<file path="config.mk">
export PLATFORM = sky130hd
export DESIGN_NAME = parity_port_pair
export DESIGN_NICKNAME = d
export VERILOG_FILES = /design/src/rtl/pp_pkg.sv /design/src/rtl/pp_vote.sv /design/src/rtl/pp_fifo.sv /design/src/rtl/pp_err_track.sv /design/src/rtl/pp_in_stage.sv /design/src/rtl/pp_out_stage.sv /design/src/rtl/parity_port_pair.sv
export SDC_FILE = /design/constraint.sdc
export NUM_CORES = 1
export LEC_CHECK = 0
export BUFFER_PORTS_ARGS = -buffer_cell sky130_fd_sc_hd__buf_2
export CAP_MARGIN = 20
export CORE_MARGIN = 2
export CORE_UTILIZATION = 40
export DETAILED_ROUTE_END_ITERATION = 16
export MAX_ROUTING_LAYER = met4
export PLACE_DENSITY_LB_ADDON = 0.25
export SLEW_MARGIN = 15
export SYNTH_ARGS = -nofsm -noshare
export SYNTH_HDL_FRONTEND = slang
export SYNTH_SLANG_ARGS = --single-unit
</file>
<file path="constraint.sdc">
create_clock -name clk_i -period 5.8 [get_ports clk_i]
set_clock_uncertainty 0.15 [all_clocks]
set_input_delay 1.16 -clock clk_i [delete_from_list [all_inputs] [get_ports clk_i]]
set_output_delay 1.16 -clock clk_i [all_outputs]
set_load 0.05 [all_outputs]
</file>
<file path="src/rtl/pp_pkg.sv">
package pp_pkg;
  typedef enum logic {OM_FWD, OM_REPLAY} om_e;
endpackage

</file>
<file path="src/rtl/pp_vote.sv">
module pp_vote #(
  parameter int unsigned N = 3
) (
  input  logic [N-1:0] lines_i,
  output logic         hit_o
);
  localparam int unsigned SW = $clog2(N + 1);
  logic [SW-1:0] sum;
  always_comb begin
    sum = '0;
    for (int k = 0; k < N; k++) sum = sum + SW'(lines_i[k]);
    hit_o = (sum > SW'(N / 2));
  end
endmodule

</file>
<file path="src/rtl/pp_fifo.sv">
module pp_fifo #(
  parameter int unsigned W     = 65,
  parameter int unsigned DEPTH = 4
) (
  input  logic         clk_i,
  input  logic         rst_ni,
  input  logic         push_i,
  input  logic [W-1:0] wdata_i,
  input  logic         pop_i,
  output logic [W-1:0] rdata_o,
  output logic         full_o,
  output logic         empty_o
);
  localparam int unsigned AW = (DEPTH > 1) ? $clog2(DEPTH) : 1;
  localparam int unsigned CW = $clog2(DEPTH + 1);

  logic [W-1:0]  mem_q [DEPTH];
  logic [AW-1:0] wp_q, rp_q;
  logic [CW-1:0] cnt_q;

  function automatic logic [AW-1:0] inc(input logic [AW-1:0] p);
    return (p == AW'(DEPTH - 1)) ? '0 : p + 1'b1;
  endfunction

  assign full_o  = (cnt_q == CW'(DEPTH));
  assign empty_o = (cnt_q == '0);
  assign rdata_o = mem_q[rp_q];

  always_ff @(posedge clk_i) begin
    if (push_i) mem_q[wp_q] <= wdata_i;
  end

  always_ff @(posedge clk_i or negedge rst_ni) begin
    if (!rst_ni) begin
      wp_q  <= '0;
      rp_q  <= '0;
      cnt_q <= '0;
    end else begin
      if (push_i) wp_q <= inc(wp_q);
      if (pop_i)  rp_q <= inc(rp_q);
      cnt_q <= cnt_q + CW'(push_i) - CW'(pop_i);
    end
  end
endmodule

</file>
<file path="src/rtl/pp_err_track.sv">
module pp_err_track #(
  parameter int unsigned CNT_W = 8
) (
  input  logic             clk_i,
  input  logic             rst_ni,
  input  logic             evt_i,
  input  logic             clr_i,
  output logic             flag_o,
  output logic [CNT_W-1:0] cnt_o
);
  localparam logic [CNT_W-1:0] MAX = '1;

  always_ff @(posedge clk_i or negedge rst_ni) begin
    if (!rst_ni) begin
      flag_o <= 1'b0;
      cnt_o  <= '0;
    end else if (evt_i) begin
      flag_o <= 1'b1;
      if (clr_i)             cnt_o <= CNT_W'(1);
      else if (cnt_o != MAX) cnt_o <= cnt_o + 1'b1;
    end else if (clr_i) begin
      flag_o <= 1'b0;
      cnt_o  <= '0;
    end
  end
endmodule

</file>
<file path="src/rtl/pp_in_stage.sv">
module pp_in_stage #(
  parameter int unsigned FLIT_W = 64,
  parameter int unsigned DEPTH  = 4,
  parameter int unsigned REP    = 3
) (
  input  logic              clk_i,
  input  logic              rst_ni,
  input  logic              in_valid_i,
  input  logic [FLIT_W-1:0] in_flit_i,
  input  logic              in_par_i,
  output logic [REP-1:0]    ack_up_o,
  output logic [REP-1:0]    nack_up_o,
  output logic              xbar_valid_o,
  output logic [FLIT_W-1:0] xbar_flit_o,
  output logic              xbar_par_o,
  input  logic              xbar_ready_i,
  output logic              lnk_evt_o
);
  localparam int unsigned EW = FLIT_W + 1;

  logic          par_ok, push, pop, full, empty;
  logic [EW-1:0] head;

  assign par_ok    = ((^in_flit_i) == in_par_i);
  assign lnk_evt_o = in_valid_i && !par_ok;
  assign push      = in_valid_i && par_ok && !full;
  assign pop       = xbar_valid_o && xbar_ready_i;

  // original parity bit travels with the data
  pp_fifo #(.W(EW), .DEPTH(DEPTH)) u_fifo (
    .clk_i   (clk_i),
    .rst_ni  (rst_ni),
    .push_i  (push),
    .wdata_i ({in_par_i, in_flit_i}),
    .pop_i   (pop),
    .rdata_o (head),
    .full_o  (full),
    .empty_o (empty)
  );

  assign xbar_valid_o = !empty;
  assign xbar_flit_o  = head[FLIT_W-1:0];
  assign xbar_par_o   = head[FLIT_W];

  // one independent flop per response line
  for (genvar g = 0; g < REP; g++) begin : g_rsp
    always_ff @(posedge clk_i or negedge rst_ni) begin
      if (!rst_ni) begin
        ack_up_o[g]  <= 1'b0;
        nack_up_o[g] <= 1'b0;
      end else begin
        ack_up_o[g]  <= push;
        nack_up_o[g] <= in_valid_i && !push;
      end
    end
  end
endmodule

</file>
<file path="src/rtl/pp_out_stage.sv">
module pp_out_stage
  import pp_pkg::*;
#(
  parameter int unsigned FLIT_W = 64,
  parameter int unsigned DEPTH  = 4,
  parameter int unsigned REP    = 3
) (
  input  logic              clk_i,
  input  logic              rst_ni,
  input  logic              xo_valid_i,
  input  logic [FLIT_W-1:0] xo_flit_i,
  input  logic              xo_par_i,
  output logic              xo_ready_o,
  input  logic [REP-1:0]    ack_dn_i,
  input  logic [REP-1:0]    nack_dn_i,
  output logic              out_valid_o,
  output logic [FLIT_W-1:0] out_flit_o,
  output logic              out_par_o,
  output logic              sw_evt_o
);
  localparam int unsigned AW = (DEPTH > 1) ? $clog2(DEPTH) : 1;
  localparam int unsigned CW = $clog2(DEPTH + 1);
  localparam int unsigned EW = FLIT_W + 1;

  logic          ack_v, nack_v, par_ok, full, acc, pop, nack_go;
  logic [EW-1:0] rtx_q [DEPTH];
  logic [EW-1:0] out_q;
  logic [AW-1:0] hd_q, wp_q, rp_q;
  logic [CW-1:0] cnt_q, rem_q;
  om_e           mode_q;

  function automatic logic [AW-1:0] inc(input logic [AW-1:0] p);
    return (p == AW'(DEPTH - 1)) ? '0 : p + 1'b1;
  endfunction

  pp_vote #(.N(REP)) u_ack_vote  (.lines_i(ack_dn_i),  .hit_o(ack_v));
  pp_vote #(.N(REP)) u_nack_vote (.lines_i(nack_dn_i), .hit_o(nack_v));

  assign par_ok     = ((^xo_flit_i) == xo_par_i);
  assign full       = (cnt_q == CW'(DEPTH));
  assign xo_ready_o = (mode_q == OM_FWD) && !full && par_ok && !nack_v;
  assign acc        = xo_valid_i && xo_ready_o;
  assign sw_evt_o   = xo_valid_i && !par_ok;
  assign nack_go    = nack_v && (cnt_q != '0);
  assign pop        = ack_v && !nack_v && (cnt_q != '0);

  always_ff @(posedge clk_i) begin
    if (acc) rtx_q[wp_q] <= {xo_par_i, xo_flit_i};
  end

  always_ff @(posedge clk_i or negedge rst_ni) begin
    if (!rst_ni) begin
      mode_q      <= OM_FWD;
      out_valid_o <= 1'b0;
      out_q       <= '0;
      hd_q        <= '0;
      wp_q        <= '0;
      rp_q        <= '0;
      cnt_q       <= '0;
      rem_q       <= '0;
    end else begin
      if (nack_go) begin
        mode_q      <= OM_REPLAY;
        rp_q        <= hd_q;
        rem_q       <= cnt_q;
        out_valid_o <= 1'b0;
      end else if (mode_q == OM_REPLAY) begin
        out_valid_o <= 1'b1;
        out_q       <= rtx_q[rp_q];
        rp_q        <= inc(rp_q);
        rem_q       <= rem_q - 1'b1;
        if (rem_q == CW'(1)) mode_q <= OM_FWD;
      end else if (acc) begin
        out_valid_o <= 1'b1;
        out_q       <= {xo_par_i, xo_flit_i};
        wp_q        <= inc(wp_q);
      end else begin
        out_valid_o <= 1'b0;
      end
      if (pop) hd_q <= inc(hd_q);
      cnt_q <= cnt_q + CW'(acc) - CW'(pop);
    end
  end

  assign out_flit_o = out_q[FLIT_W-1:0];
  assign out_par_o  = out_q[FLIT_W];
endmodule

</file>
<file path="src/rtl/parity_port_pair.sv">
module parity_port_pair #(
  parameter int unsigned FLIT_W     = 64,
  parameter int unsigned FIFO_DEPTH = 4,
  parameter int unsigned RTX_DEPTH  = 4,
  parameter int unsigned REP        = 3,
  parameter int unsigned CNT_W      = 8
) (
  input  logic              clk_i,
  input  logic              rst_ni,
  input  logic              clr_flags_i,
  input  logic              in_valid_i,
  input  logic [FLIT_W-1:0] in_flit_i,
  input  logic              in_par_i,
  output logic [REP-1:0]    ack_up_o,
  output logic [REP-1:0]    nack_up_o,
  output logic              xbar_valid_o,
  output logic [FLIT_W-1:0] xbar_flit_o,
  output logic              xbar_par_o,
  input  logic              xbar_ready_i,
  input  logic              xo_valid_i,
  input  logic [FLIT_W-1:0] xo_flit_i,
  input  logic              xo_par_i,
  output logic              xo_ready_o,
  output logic              out_valid_o,
  output logic [FLIT_W-1:0] out_flit_o,
  output logic              out_par_o,
  input  logic [REP-1:0]    ack_dn_i,
  input  logic [REP-1:0]    nack_dn_i,
  output logic              lnk_err_o,
  output logic [CNT_W-1:0]  lnk_cnt_o,
  output logic              sw_err_o,
  output logic [CNT_W-1:0]  sw_cnt_o
);
  logic lnk_evt, sw_evt;

  pp_in_stage #(.FLIT_W(FLIT_W), .DEPTH(FIFO_DEPTH), .REP(REP)) u_in (
    .clk_i        (clk_i),
    .rst_ni       (rst_ni),
    .in_valid_i   (in_valid_i),
    .in_flit_i    (in_flit_i),
    .in_par_i     (in_par_i),
    .ack_up_o     (ack_up_o),
    .nack_up_o    (nack_up_o),
    .xbar_valid_o (xbar_valid_o),
    .xbar_flit_o  (xbar_flit_o),
    .xbar_par_o   (xbar_par_o),
    .xbar_ready_i (xbar_ready_i),
    .lnk_evt_o    (lnk_evt)
  );

  pp_out_stage #(.FLIT_W(FLIT_W), .DEPTH(RTX_DEPTH), .REP(REP)) u_out (
    .clk_i       (clk_i),
    .rst_ni      (rst_ni),
    .xo_valid_i  (xo_valid_i),
    .xo_flit_i   (xo_flit_i),
    .xo_par_i    (xo_par_i),
    .xo_ready_o  (xo_ready_o),
    .ack_dn_i    (ack_dn_i),
    .nack_dn_i   (nack_dn_i),
    .out_valid_o (out_valid_o),
    .out_flit_o  (out_flit_o),
    .out_par_o   (out_par_o),
    .sw_evt_o    (sw_evt)
  );

  pp_err_track #(.CNT_W(CNT_W)) u_lnk_err (
    .clk_i  (clk_i),
    .rst_ni (rst_ni),
    .evt_i  (lnk_evt),
    .clr_i  (clr_flags_i),
    .flag_o (lnk_err_o),
    .cnt_o  (lnk_cnt_o)
  );

  pp_err_track #(.CNT_W(CNT_W)) u_sw_err (
    .clk_i  (clk_i),
    .rst_ni (rst_ni),
    .evt_i  (sw_evt),
    .clr_i  (clr_flags_i),
    .flag_o (sw_err_o),
    .cnt_o  (sw_cnt_o)
  );
endmodule

</file>
# After elaboration in Yosys (flattened, before gate mapping)
# Memory sizes are Yosys's and may differ from the RTL's.
# Cells that the tools add are included.
# word_totals
ff_bits	106
mem_bits_rw	520
output_inout_bits	157
n_memories	2
# memory_table
name	words	word_bits	read_ports	rd_clocked_by_memory_dff	wr	line_no	rtl
u_in.u_fifo.mem_q	4	65	1	0	1	pp_fifo.sv:17	logic [W-1:0] mem_q [DEPTH];
u_out.rtx_q	4	65	1	0	1	pp_out_stage.sv:26	logic [EW-1:0] rtx_q [DEPTH];
# classes
addsub	16
magnitude_cmp	2
eq_ne	12
n_mux	30
bitwise	2
n_reduce_logical	34
# op_table
cell	n
65-bit two-way mux	2
64-bit XOR reduction	2
8-bit two-way mux	7
8-bit by 1-bit adder with 8-bit output (second input constant)	2
8-bit inequality test (second input constant)	2
2-bit two-way mux	7
1-bit logical AND	13
1-bit two-way mux	12
2-bit nonzero test	6
2-bit by 1-bit adder with 2-bit output (second input constant)	5
2-bit == test (second input constant)	5
1-bit zero test	7
3-bit by 1-bit adder with 3-bit output	2
3-bit == test (second input constant)	2
3-bit two-way mux	2
2-bit AND reduction	3
3-bit by 1-bit subtractor with 3-bit output	2
1-bit by 1-bit adder with 2-bit output	2
2-bit by 1-bit adder with 2-bit output	2
2-bit by 1-bit > comparator with 1-bit output (second input constant)	2
3-bit by 1-bit == test with 1-bit output (second input constant)	1
3-bit zero test	1
3-bit AND reduction	1
3-bit nonzero test	1
other kinds (3)	5

# Longest topological paths before layout
# depth
depth_word	9
depth_mapped	16
mapped_depth_nobuf	15

# Modules after synthesis
# A second synthesis with hierarchy kept.
# unflattened
cells_unflattened	1269
hier_area_um2	25334.3
# by_module_without_submodules
module	n_inst	cells_per_inst	area_each_um2	seq_area_each_um2
pp_out_stage	1	711	13820.8	9784.4
pp_fifo	1	376	9825.7	7982.7
pp_err_track	2	52	483.0	225.2
pp_in_stage	1	74	681.9	50.0
pp_vote	2	2	20.0	0.0

# Worst setup path after synthesis
# Ideal clock, no wire load.
# synth_path
kind	input to register
start	input port xo_flit_i[56]
end	memory u_out.rtx_q[0][0] (netlist bit), enable pin
arrival_time_ns	4.726
required_ns	5.220
path_slack_ns	0.494
cell_stages	9
cell_sequence	xnor2_1 xnor2_1 xnor3_1 xnor3_1 xnor3_2 xor2_2 buf_6 nor3_4 and2_1
# synth_between
elab_chain_len	7
# synth_rtl
element	line_no	rtl
start: declaration	parity_port_pair.sv:21	input logic [FLIT_W-1:0] xo_flit_i,
64-bit XOR reduction	pp_out_stage.sv:39	assign par_ok = ((^xo_flit_i) == xo_par_i);
1-bit == test	pp_out_stage.sv:39	
1-bit logical AND (2 in series)	pp_out_stage.sv:41	assign xo_ready_o = (mode_q == OM_FWD) && !full && par_ok && !nack_v;
1-bit logical AND	pp_out_stage.sv:42	assign acc = xo_valid_i && xo_ready_o;
1-bit two-way mux	pp_out_stage.sv:48	if (acc) rtx_q[wp_q] <= {xo_par_i, xo_flit_i};
1-bit two-way mux (implied by the code)	pp_out_stage.sv:48	
end: declaration	pp_out_stage.sv:26	
# Every way passes these cells.

# Worst setup path in the final report
# layout_path
start	input port xo_flit_i[60]
end	output port xo_ready_o
# layout_between
elab_chain_len	4
# layout_rtl
element	line_no	rtl
64-bit XOR reduction	pp_out_stage.sv:39	
1-bit == test	pp_out_stage.sv:39	
1-bit logical AND (2 in series)	pp_out_stage.sv:41	
end: declaration	parity_port_pair.sv:23	output logic xo_ready_o,
# Every way passes these cells.

==> flow_summary.toml <==
[synth]
postSynthAreaPerCell_um2 = 18.05
synthFlopType = "edfxtp_1"
yosysTopAreaCell = "edfxtp_1"
synth_area_um2 = 25660
synth_seq_area_share = 0.7119
synth_most_common_cell = "edfxtp_1"
yosysWarnings = 0
synth_edf_count = 520
async_flop_share = 0.1693
ys_ff_latch = 626
synth_top_area_frac = 0.6085
netlist_instances = 1422
synthTopCellsByArea = "edfxtp_1 (61%), mux4_2 (11%), dfrtp_1 (10%), xnor2_1 (3.8%), a41oi_1 (2.2%)"
ys_types = 45
yosys-top-cells-count = "edfxtp_1 (520), mux4_2 (130), xnor2_1 (111)"
syn_nets = 1587

[die]
fp.coreArea_um2 = 63200
dieArea_um2 = 66190
ioPinCount = 299
die_height_um = 257.3
die_w_um = 257.3
rows = 92
initial_core_util = 0.4061

[global_route]
grt_remaining_overflow = 0
antenna_found_initial = 10
grt_pass1_wl_um = 96570
grt_pass1_vias = 15400
grt_max_degree = 77
grtUsageTotal = 0.1987

[worst_setup_path]
cp.arrival_ns = 3.48
path_cells = "buf_2 -> xnor2_1 -> xnor2_1 -> xnor3_1 -> xnor3_1 -> xnor3_2 -> xnor2_4 -> and3_1 -> buf_12"
critPathKind = "input pin to output port"
cpPeakStageDelay_ns = 0.52
rr_endpoint = "u_out.out_q[24]"
critical-path-slowest-cell = "xnor3_2"
r2r-start = "u_out.rp_q[0]"
required_ns = 4.49
crit_path_max_fanout = 6
crit_path_end_kind = "output port"
path_buf_inv = 2
path_delay_family = "XOR/XNOR gates"
crit_path_start_kind = "input pin"
worstRegToRegCells = 4
ff2ff_setup_slack_ns = 2.96

[sta]
setup_tns_ns = 0
period_share = 0.8252
setup_viol = 0
hold_violations = 0
worst_pin_slew_ns = 1.124
hold_slack_ns = 0.3721
max-slew-margin-rel = 0.2507
slew_viol_final = 0
layout_min_cycle_time_ns = 4.786
grt_setup_unrepaired = "no"
fmax_mhz = 208.9

[flow_run]
max_cap_violations = 0

[outcome]
status = "complete, no violations"

[layout]
layout-drive-gt1-share = 0.3290
area_delta_synth_final_pct = 19.08
final_nets = 1890

[hold_path]
min_to = "u_in.u_fifo.cnt_q[0]"
min_from = "u_in.u_fifo.cnt_q[0]"
min_path_cells = 1
hold_path.class = "flip-flop to flip-flop"

[place]
place.port_buffers = 298
dp_hpwl_um = 37010
place.gp.congestion = 0.7385

[cts]
ctsHoldBuffers = 0
clk_pin_slew_ns = 0.05
ctsHtreeMaxLevel = 3
cts_tree = "built"
cts_setup_buffers = 0
cts_made_buffers = 69
clockBufferDepth = 3
postCtsResizedCells = 0
clk_latency_ns = 0.61
cts_root_buffer = "clkbuf_16"
clock-sinks = 626

[routing]
highest_layer = "met4"
drtAntennaViolNets = 0
first_pass_iters = 5
routedWlPerCell_um = 24.34
drc = 0
drt_iter0_drc = 1168
wl_met3_um = 4709
wl_met2_um = 31680
routed_wl_um = 64190
num_vias = 14730
met1Wirelength_um = 25960
routed_via_density = 5.584
## cells by family (layout without fill, tap and decap cells)
group	count (synthesis)	count (layout)	share of synthesized area
compound gates	310	310	0.07509
xor+xnor	130	130	0.04788
fa+ha+maj	23	23	0.01180
buf+inv	120	479	0.01941
flops	626	626	0.7119
mux	138	138	0.1176
other cells	0	10	0
simple gates	75	75	0.01638
## cell usage in the layout, fill, tap and decap left out, types with 11 or more instances in the layout
master | Yosys | routed
a21oi_1 | 86 | 85
a41oi_1 | 65 | 65
buf_2 | 5 | 296
buf_4 | 9 | 25
clkbuf_1 | 74 | 21
clkbuf_16 | 0 | 73
dfrtp_1 | 106 | 101
edfxtp_1 | 520 | 520
ha_1 | 21 | 21
inv_1 | 20 | 20
mux4_2 | 130 | 130
nand3_1 | 11 | 11
nor2_1 | 13 | 13
o21ai_0 | 74 | 74
o22ai_1 | 65 | 65
o31ai_1 | 13 | 12
or4_1 | 12 | 12
xnor2_1 | 111 | 111
xor2_1 | 12 | 12
## worst max path at each step
| stage | cells past startpoint | to | start | slack (ns) |
|---|---|---|---|---|
| 6_report | 9 | xo_ready_o | xo_flit_i[60] | 1.01 |
| 5_1_grt | 9 | xo_ready_o | xo_flit_i[60] | 0.87 |
| 4_1_cts | 9 | xo_ready_o | xo_flit_i[23] | 0.99 |
| 3_5_place_dp | 15 | u_out.cnt_q[2] | xo_flit_i[27] | 0.78 |
| 3_3_place_gp | 15 | u_out.cnt_q[2] | xo_flit_i[23] | 0.86 |
| 2_1_floorplan | 9 | u_out.rtx_q[0][0] | xo_flit_i[56] | 0.49 |
## area by class of cell
cell class / count / area, µm²
well taps: 846 / 1059
fillers: 5281 / 32640
repair buffers: 332 / 1881
multi-input cells: 676 / 6957
inverters: 20 / 75.07
flip-flops and latches: 626 / 18280
clock inverters: 26 / 277.8
clock buffers: 101 / 2002
diodes: 10 / 25.02
## metal layers
metal / vias to the layer above / GRT usage
met2: 578 / 0.3124
met4: 0 / 0.07558
met3: 110 / 0.04669
met1: 7647 / 0.2512
li1: 6390 / -
met5: - / -
## worst reg2reg max path: stages (launching register included)
cell and delay, ns:
dfrtp_4 1.01, buf_4 0.69, mux4_2 0.61, o22ai_1 0.17
a21oi_1 0.08
## state kept, by name, indices dropped and copies added, names as in the netlist, 2 cells and up
signal and count:
u_in.u_fifo.cnt_q 3, u_in.u_fifo.mem_q 260, u_in.u_fifo.rp_q 2, u_in.u_fifo.wp_q 2, u_lnk_err.cnt_o 8, u_out.cnt_q 3
u_out.hd_q 2, u_out.out_q 65, u_out.rem_q 3, u_out.rp_q 2, u_out.rtx_q 260, u_out.wp_q 2
u_sw_err.cnt_o 8
## through the flow
stage          utilization  instances  setup WS (ns)  area, µm²
2_1_floorplan            -       1422         0.4944      25660
3_3_place_gp        0.4471       2500         0.8637      28250
3_5_place_dp        0.4471       2500         0.7845      28250
4_1_cts             0.4831       2627         0.9875      30530
5_1_grt             0.4835       2637         0.8746      30560
6_report            0.4835       2637          1.014      30560
Power is left out: the tool's default activity adds up to more than one toggle a clock period on the data nets, which glitch-free logic cannot reach.
